<file path="config.mk">
export PLATFORM = sky130hd
export DESIGN_NAME = periodic_tick_gen
export DESIGN_NICKNAME = d
export VERILOG_FILES = /design/src/rtl/ptg_pkg.sv /design/src/rtl/ptg_target.sv /design/src/rtl/ptg_flags.sv /design/src/rtl/periodic_tick_gen.sv
export SDC_FILE = /design/constraint.sdc
export NUM_CORES = 1
export LEC_CHECK = 0
export ABC_AREA = 1
export BUFFER_PORTS_ARGS = -buffer_cell sky130_fd_sc_hd__clkbuf_2
export CORE_MARGIN = 1
export CORE_UTILIZATION = 63
export DETAILED_ROUTE_END_ITERATION = 10
export PLACE_DENSITY = 0.87
export SLEW_MARGIN = 20
export SYNTH_ARGS = -nofsm -noshare
export SYNTH_HDL_FRONTEND = slang
export SYNTH_SLANG_ARGS = --single-unit
</file>
<file path="constraint.sdc">
create_clock -name clk -period 7.2 [get_ports clk]
set_clock_uncertainty 0.1 [all_clocks]
set_input_delay 1.44 -clock clk [delete_from_list [all_inputs] [get_ports clk]]
set_output_delay 1.44 -clock clk [all_outputs]
set_load 0.02 [all_outputs]
</file>
<file path="src/rtl/ptg_pkg.sv">
package ptg_pkg;
  parameter int unsigned CNT_W = 32;
  parameter int unsigned IVL_W = 10;

  typedef struct packed {
    logic hit;    // count reached the target this cycle
    logic defer;  // hit happened while sleeping with wakeup enabled
  } ptg_evt_t;
endpackage

</file>
<file path="src/rtl/ptg_target.sv">
module ptg_target #(
  parameter int unsigned CNT_W = ptg_pkg::CNT_W,
  parameter int unsigned IVL_W = ptg_pkg::IVL_W
) (
  input  logic             clk,
  input  logic             rst_n,
  input  logic [CNT_W-1:0] cnt_i,
  input  logic             en_i,
  input  logic [IVL_W-1:0] interval_i,
  output logic             hit_o
);
  localparam int unsigned PAD_W = CNT_W - IVL_W;

  logic             en_q;
  logic [CNT_W-1:0] target_q;
  logic [CNT_W-1:0] step;
  logic             arm_rise;
  logic             load;

  // zero interval counts as one tick so the target is never behind the count
  always_comb begin
    step = {{PAD_W{1'b0}}, interval_i};
    if (interval_i == '0) step = {{(CNT_W-1){1'b0}}, 1'b1};
  end

  assign arm_rise = en_i & ~en_q;
  assign hit_o    = en_i & en_q & (cnt_i == target_q);
  assign load     = arm_rise | hit_o;

  always_ff @(posedge clk) begin
    if (!rst_n) begin
      en_q     <= 1'b0;
      target_q <= '0;
    end else begin
      en_q <= en_i;
      if (load) target_q <= cnt_i + step;  // wraps modulo 2^CNT_W
    end
  end

  // a re-arm always moves the target
  a_r10_target_moves: assert property (@(posedge clk) disable iff (!rst_n)
    hit_o |=> (target_q != $past(target_q)));

  // without an arm or a hit, the pending target holds
  a_r8_target_holds: assert property (@(posedge clk) disable iff (!rst_n)
    (!hit_o && !arm_rise) |=> $stable(target_q));
endmodule

</file>
<file path="src/rtl/ptg_flags.sv">
module ptg_flags
  import ptg_pkg::*;
(
  input  logic     clk,
  input  logic     rst_n,
  input  ptg_evt_t evt_i,
  input  logic     clr_i,
  output logic     flag_o,
  output logic     wake_o,
  output logic     wake_flag_o
);
  logic flag_q, wake_q, wflag_q, pend_q;
  logic flag_set;

  // a deferred hit sets the flag one cycle after the wake pulse
  assign flag_set = (evt_i.hit & ~evt_i.defer) | pend_q;

  always_ff @(posedge clk) begin
    if (!rst_n) begin
      flag_q  <= 1'b0;
      wake_q  <= 1'b0;
      wflag_q <= 1'b0;
      pend_q  <= 1'b0;
    end else begin
      wake_q <= evt_i.defer;
      pend_q <= evt_i.defer;
      if (flag_set)   flag_q  <= 1'b1;
      else if (clr_i) flag_q  <= 1'b0;
      if (evt_i.defer) wflag_q <= 1'b1;
      else if (clr_i)  wflag_q <= 1'b0;
    end
  end

  assign flag_o      = flag_q;
  assign wake_o      = wake_q;
  assign wake_flag_o = wflag_q;

  // a wake pulse is followed by the event flag
  a_r6_flag_after_wake: assert property (@(posedge clk) disable iff (!rst_n)
    wake_q |=> flag_q);

  // the capture flag is set whenever a wake pulse is present
  a_r7_wake_captured: assert property (@(posedge clk) disable iff (!rst_n)
    wake_q |-> wflag_q);

  // a clear with nothing to set leaves the flag low
  a_r4_clear_works: assert property (@(posedge clk) disable iff (!rst_n)
    (clr_i && !flag_set) |=> !flag_q);

  // the flag rises only after a hit or a pending deferred set
  a_r9_no_spurious_rise: assert property (@(posedge clk) disable iff (!rst_n)
    (!evt_i.hit && !pend_q) |=> !$rose(flag_q));
endmodule

</file>
<file path="src/rtl/periodic_tick_gen.sv">
module periodic_tick_gen
  import ptg_pkg::*;
#(
  parameter int unsigned CNT_W_P = ptg_pkg::CNT_W,
  parameter int unsigned IVL_W_P = ptg_pkg::IVL_W
) (
  input  logic               clk,
  input  logic               rst_n,
  input  logic [CNT_W_P-1:0] cnt_i,
  input  logic               en_i,
  input  logic [IVL_W_P-1:0] interval_i,
  input  logic               irq_en_i,
  input  logic               wake_en_i,
  input  logic               sleep_i,
  input  logic               flag_clr_i,
  output logic               irq_o,
  output logic               wake_o,
  output logic               flag_o,
  output logic               wake_flag_o
);
  logic     hit;
  ptg_evt_t evt;

  ptg_target #(.CNT_W(CNT_W_P), .IVL_W(IVL_W_P)) u_target (
    .clk        (clk),
    .rst_n      (rst_n),
    .cnt_i      (cnt_i),
    .en_i       (en_i),
    .interval_i (interval_i),
    .hit_o      (hit)
  );

  assign evt.hit   = hit;
  assign evt.defer = hit & sleep_i & wake_en_i;

  ptg_flags u_flags (
    .clk         (clk),
    .rst_n       (rst_n),
    .evt_i       (evt),
    .clr_i       (flag_clr_i),
    .flag_o      (flag_o),
    .wake_o      (wake_o),
    .wake_flag_o (wake_flag_o)
  );

  assign irq_o = flag_o & irq_en_i;

  // an interrupt request never appears without the flag
  a_r5_irq_needs_flag: assert property (@(posedge clk) disable iff (!rst_n)
    irq_o |-> flag_o);
endmodule

</file>
-- Word level (Yosys, flattened, before mapping)
Index checks and enable logic that the tools add are counted.
- input bits: 49
- memories: 0
- logic and storage cells: 25
- bits in latches: 0
- RAM bits: 0
- memory bits (read-only): 0
- register bits: 36
- output and inout bits: 4
- add/subtract/negate cells: 1
- multiply operators: 0
- bitwise gates (word level): 11
- muxes and demuxes: 4
- shift operators: 0
- reductions and logical operators: 3
- div/mod/pow operators: 0
- order comparisons: 0
- eq/ne operators: 1
- operators by type and width (cell ; count):
    $add A32 B10 Y32 ; 1
    $eq A32 B32 Y1 ; 1
    $logic_not A10 Y1 ; 1
    $mux W10 ; 1
    $and A1 B1 Y1 ; 7
    $reduce_bool A2 Y1 ; 2
    $mux W1 ; 3
    $not A1 Y1 ; 2
    $or A1 B1 Y1 ; 2

-- Longest topological paths before layout
- depth in word-level cells: 8
- depth in mapped cells: 16
- mapped depth without buffers: 16

-- Modules after synthesis
A second synthesis with hierarchy kept.
- cells, all modules: 697
- area, all modules: 3734.8 um^2
- by module, submodules not included (module ; area each (um^2) ; times used ; sequential area each (um^2) ; cells each):
    ptg_target ; 3595.9 ; 1 ; 660.6 ; 677
    ptg_flags ; 117.6 ; 1 ; 60.1 ; 15
    periodic_tick_gen ; 21.3 ; 1 ; 0.0 ; 5

-- Least setup slack after synthesis
Ideal clock, no wire load.
- path kind: input -> register
- start point: in interval_i[5]
- end point: reg u_target.target_q[30]
- stages: 15
- path slack: 3.837 ns
- library setup time: 0.111 ns
- data required time: 6.989 ns
- data arrival time: 3.152 ns
- cells stage by stage: nor4_1 a31o_2 ha_1 fa_1 nand2_1 nand3_1 nand2_1 o21bai_1 nand2_1 nand2_1 nand2_1 nand2_1 nand2_1 nor2_2 nor2_1
- word-level cells in the longest chain between the ends: 3
- RTL lines (what ; RTL line ; source):
    from (decl) ; periodic_tick_gen.sv:11 ; input logic [IVL_W_P-1:0] interval_i,
    $logic_not A10 Y1 ; ptg_target.sv:23 ; if (interval_i == '0) step = {{(CNT_W-1){1'b0}}, 1'b1};
    $mux W10 (*) ; ptg_target.sv:23 ;
    $add A32 B10 Y32 (*) ; ptg_target.sv:36 ; if (load) target_q <= cnt_i + step;
    to (signal assigned) ; ptg_target.sv:36 ;
    to (decl) ; ptg_target.sv:15 ; logic [CNT_W-1:0] target_q;
Every way passes the cells marked *; elsewhere a longest branch is shown, timed or not.
A chain may end at the register's enable or synchronous reset.

-- Worst setup path after layout
- start point: in interval_i[5]
- end point: reg u_target.target_q[18]
The elaborated chain is that of the path after synthesis.

==> run metrics <==
initial drt markers between 400 and 500; Synth-to-Final Area Change 10.72%; Setup-failing EPs final 0; Num CTS Buffers 5; Hold Crit Class flip-flop to flip-flop; initial antenna violation count 0; Yosys warning total 0; Gate power share between 20 and 30%; measured slew at the worst slew-check pin between 0.9 and 1 ns; final weighted congestion in routability-driven placement between 0.9 and 1; clock root cell clkbuf_8; Cells after Synth slightly below 700; post-synth net total 750; Hold Path Stages 2; Tot GR Track Use between 30% and 40%; FP Rows 27; die width a little under 80 um; clk buf depth 2; Reg power frac around 33%; highest achievable clock rate approximately 280 MHz; Power Internal approximately 0.46 mW; final slew viol count 0; clk_lat worst skew approximately 0.30 ns; Pleak between 2 and 2.5 nW; CP Capture Type flip-flop; Seq/Total Area, Yosys between 10% and 20%; Buf/Inv on CP 1; main area contributors after synthesis nand2_1, dfxtp_1, nor2_1; Required @ worst endpoint approximately 7.3 ns; Via density 5.433; HPWL Detailed between 9 and 10 mm; VDD IR max 0.1150 mV; area of placed instances 3925 sq um; Post-route DRC 0; Psw roughly 0.23 mW; DRT Wirelength about 12 mm; grt ovf 0; CP Data Arrival Time between 3 and 4 ns; Finished Cell Area ~4100 sq um; Worst Setup Start Kind primary input; cell area after synthesis between 3000 and 4000 sq um; most frequent cells in the layout nand2_1, nor2_1, inv_1, nand3_1, clkbuf_2; max incr delay on CP 0.38 ns; Post-synth ARST share 0%; DR pass1 iterations 5; number of port buffers 52; reg2reg start u_target.target_q[14]$_SDFFE_PN0P_; Setup Buffers After CTS 0; Post-synth EDFFs 0; Post-DRT Antenna Nets 0; min Tclk post-route 3.597 ns; Mapped Avg Cell Area ~5.3 sq um; Hold-fix buffers, CTS 0; Synth area leader nand2_1; setup ws final around 3.6 ns; Core Box Area roughly 5600 sq um; number of distinct library cells after synthesis 36; final critical-path share of the clock period about 50%; CTS tree yes; wire per inst between 10 and 15 um; critical path class primary input to flip-flop; Hold Fails Final Rpt 0; crit-path cells clkbuf_2 > nor4_1 > a31o_2 > ha_1 > fa_1 > nand2_1 > nand3_1 > nand2_1 > o21bai_1 > nand2_1 > nand2_1 > nand2_1 > nand2_1 > nand2_1 > nor2_2 > nor2_1; clock power share between 30% and 40%; post-synth top area share about a quarter; worst reg2reg path depth 8; die area 6165 sq um; most frequent CP cell nand2_1; R2R setup slack 4.79 ns; Crit-path slowest cell nor4_1; Reg clk slew, reported paths 0.09 ns; Yosys reg bits 36; Place WS 3.372 ns; # diodes 0; layout net count ~790; status finished, final reports clean; RSZ-0062 raised after global routing no; global-route wire length before repair 18.93 mm; Ports 53; setup TNS 0 ns; commonest non-fill, non-tap cell in the layout nand2_1; Main synth FF type dfxtp_1; H-tree depth 2; hold endpoint u_flags.wake_flag_o$_SDFFE_PN0P_; pin count of the biggest net entering global routing 35; Initial Util about 66%; Rel. slew slack between 30% and 40%; Sw Ratio 33.13%; hold path startpoint u_flags.wake_flag_o$_SDFFE_PN0P_; Overall Power slightly below 0.7 mW; max_cap viols 0; post-CTS resize count 0; vias ~4300; terminus of the critical flop-to-flop path u_target.target_q[20]$_SDFFE_PN0P_; critical path fanouts, max 5; DIE HEIGHT between 70 and 80 um; family with the most delay on the worst path simple AND/OR/NAND/NOR gates; pwr dens around 170 nW/um^2; vias in the first global route 4118; layout cell share with drive strength beyond 1 between 10% and 20%; # clock sinks 36
==> kinds of logic (layout without fill, tap and decap cells) <==
logic type,Yosys count,count (layout),synth area share [%]
AO/OA/AOI/OAI,20,20,2.951
buffers and inverters,126,164,13.74
flip-flops,36,36,19.54
XOR/XNOR,20,20,4.749
adder cells (fa/ha/maj),11,11,3.935
AND/OR/NAND/NOR,477,477,55.09
==> Yosys cell counts (2+ instances only) <==
library cell,instances
nand2_1,260
nor2_1,95
inv_1,94
nand3_1,65
dfxtp_1,36
nor2_2,21
clkbuf_1,14
nand4_1,12
a21oi_1,10
ha_1,10
xnor2_1,10
xor2_1,10
nor3_1,9
o21ai_0,7
inv_2,6
buf_2,3
buf_6,3
clkinv_1,3
nand3b_1,3
nor4_1,2
or2_2,2
==> sequential cells by signal, indices dropped and copies added, names as in the netlist <==
signal,count
u_target.target_q,32
u_flags.flag_o,1
u_flags.wake_flag_o,1
u_flags.wake_o,1
u_target.en_q,1
==> per-layer routing <==
layer,global-route usage (%),up-vias,wire [um]
met4,21.30,0,546
met5,0,-,0
met2,63.22,223,4965
met3,10.12,49,1191
met1,48.94,1894,4814
li1,-,2180,-
==> worst max path at each step <==
stage	start	endpoint	slack, ns	cells after the start
2_1_floorplan	interval_i[5]	u_target.target_q[30]$_SDFFE_PN0P_	3.84	15
3_3_place_gp	interval_i[5]	u_target.target_q[18]$_SDFFE_PN0P_	3.44	16
3_5_place_dp	interval_i[5]	u_target.target_q[18]$_SDFFE_PN0P_	3.37	16
4_1_cts	interval_i[5]	u_target.target_q[18]$_SDFFE_PN0P_	3.65	16
5_1_grt	interval_i[5]	u_target.target_q[30]$_SDFFE_PN0P_	3.31	16
6_report	interval_i[5]	u_target.target_q[18]$_SDFFE_PN0P_	3.60	16
==> tightest hold or removal path, stage by stage (launching register included) <==
cell	delay [ns]
dfxtp_1	0.32
nand2_1	0.06
a21oi_1	0.05
==> cell type report <==
class | instances | area [sq um]
clock inverter | 3 | 90.09
timing repair buffer | 52 | 260.3
sequential | 36 | 720.7
multi-input combinational | 528 | 2461
inverter | 104 | 392.9
tap | 72 | 90.09
clock buffer | 5 | 68.82
fill | 507 | 1490
==> metrics by stage <==
| step | cells | hold WS (ns) | util, % |
|---|---|---|---|
| floorplan | 690 | 0.3742 | - |
| global placement | 792 | 0.3539 | 70.42 |
| detailed placement | 792 | 0.3576 | 70.42 |
| CTS | 800 | 0.3709 | 73.27 |
| global route | 800 | 0.3992 | 73.27 |
| finish | 800 | 0.3668 | 73.27 |
==> power by group through the flow <==
stage | clock network, mW | registers, mW | logic, mW
after floorplan | 0 | 0.226 | 0.143
after CTS | 0.258 | 0.224 | 0.200
after detailed placement | 0 | 0.228 | 0.199
final | 0.258 | 0.224 | 0.204
after global routing | 0.269 | 0.226 | 0.228
after global placement | 0 | 0.227 | 0.193
(Power assumes the default switching activity.)
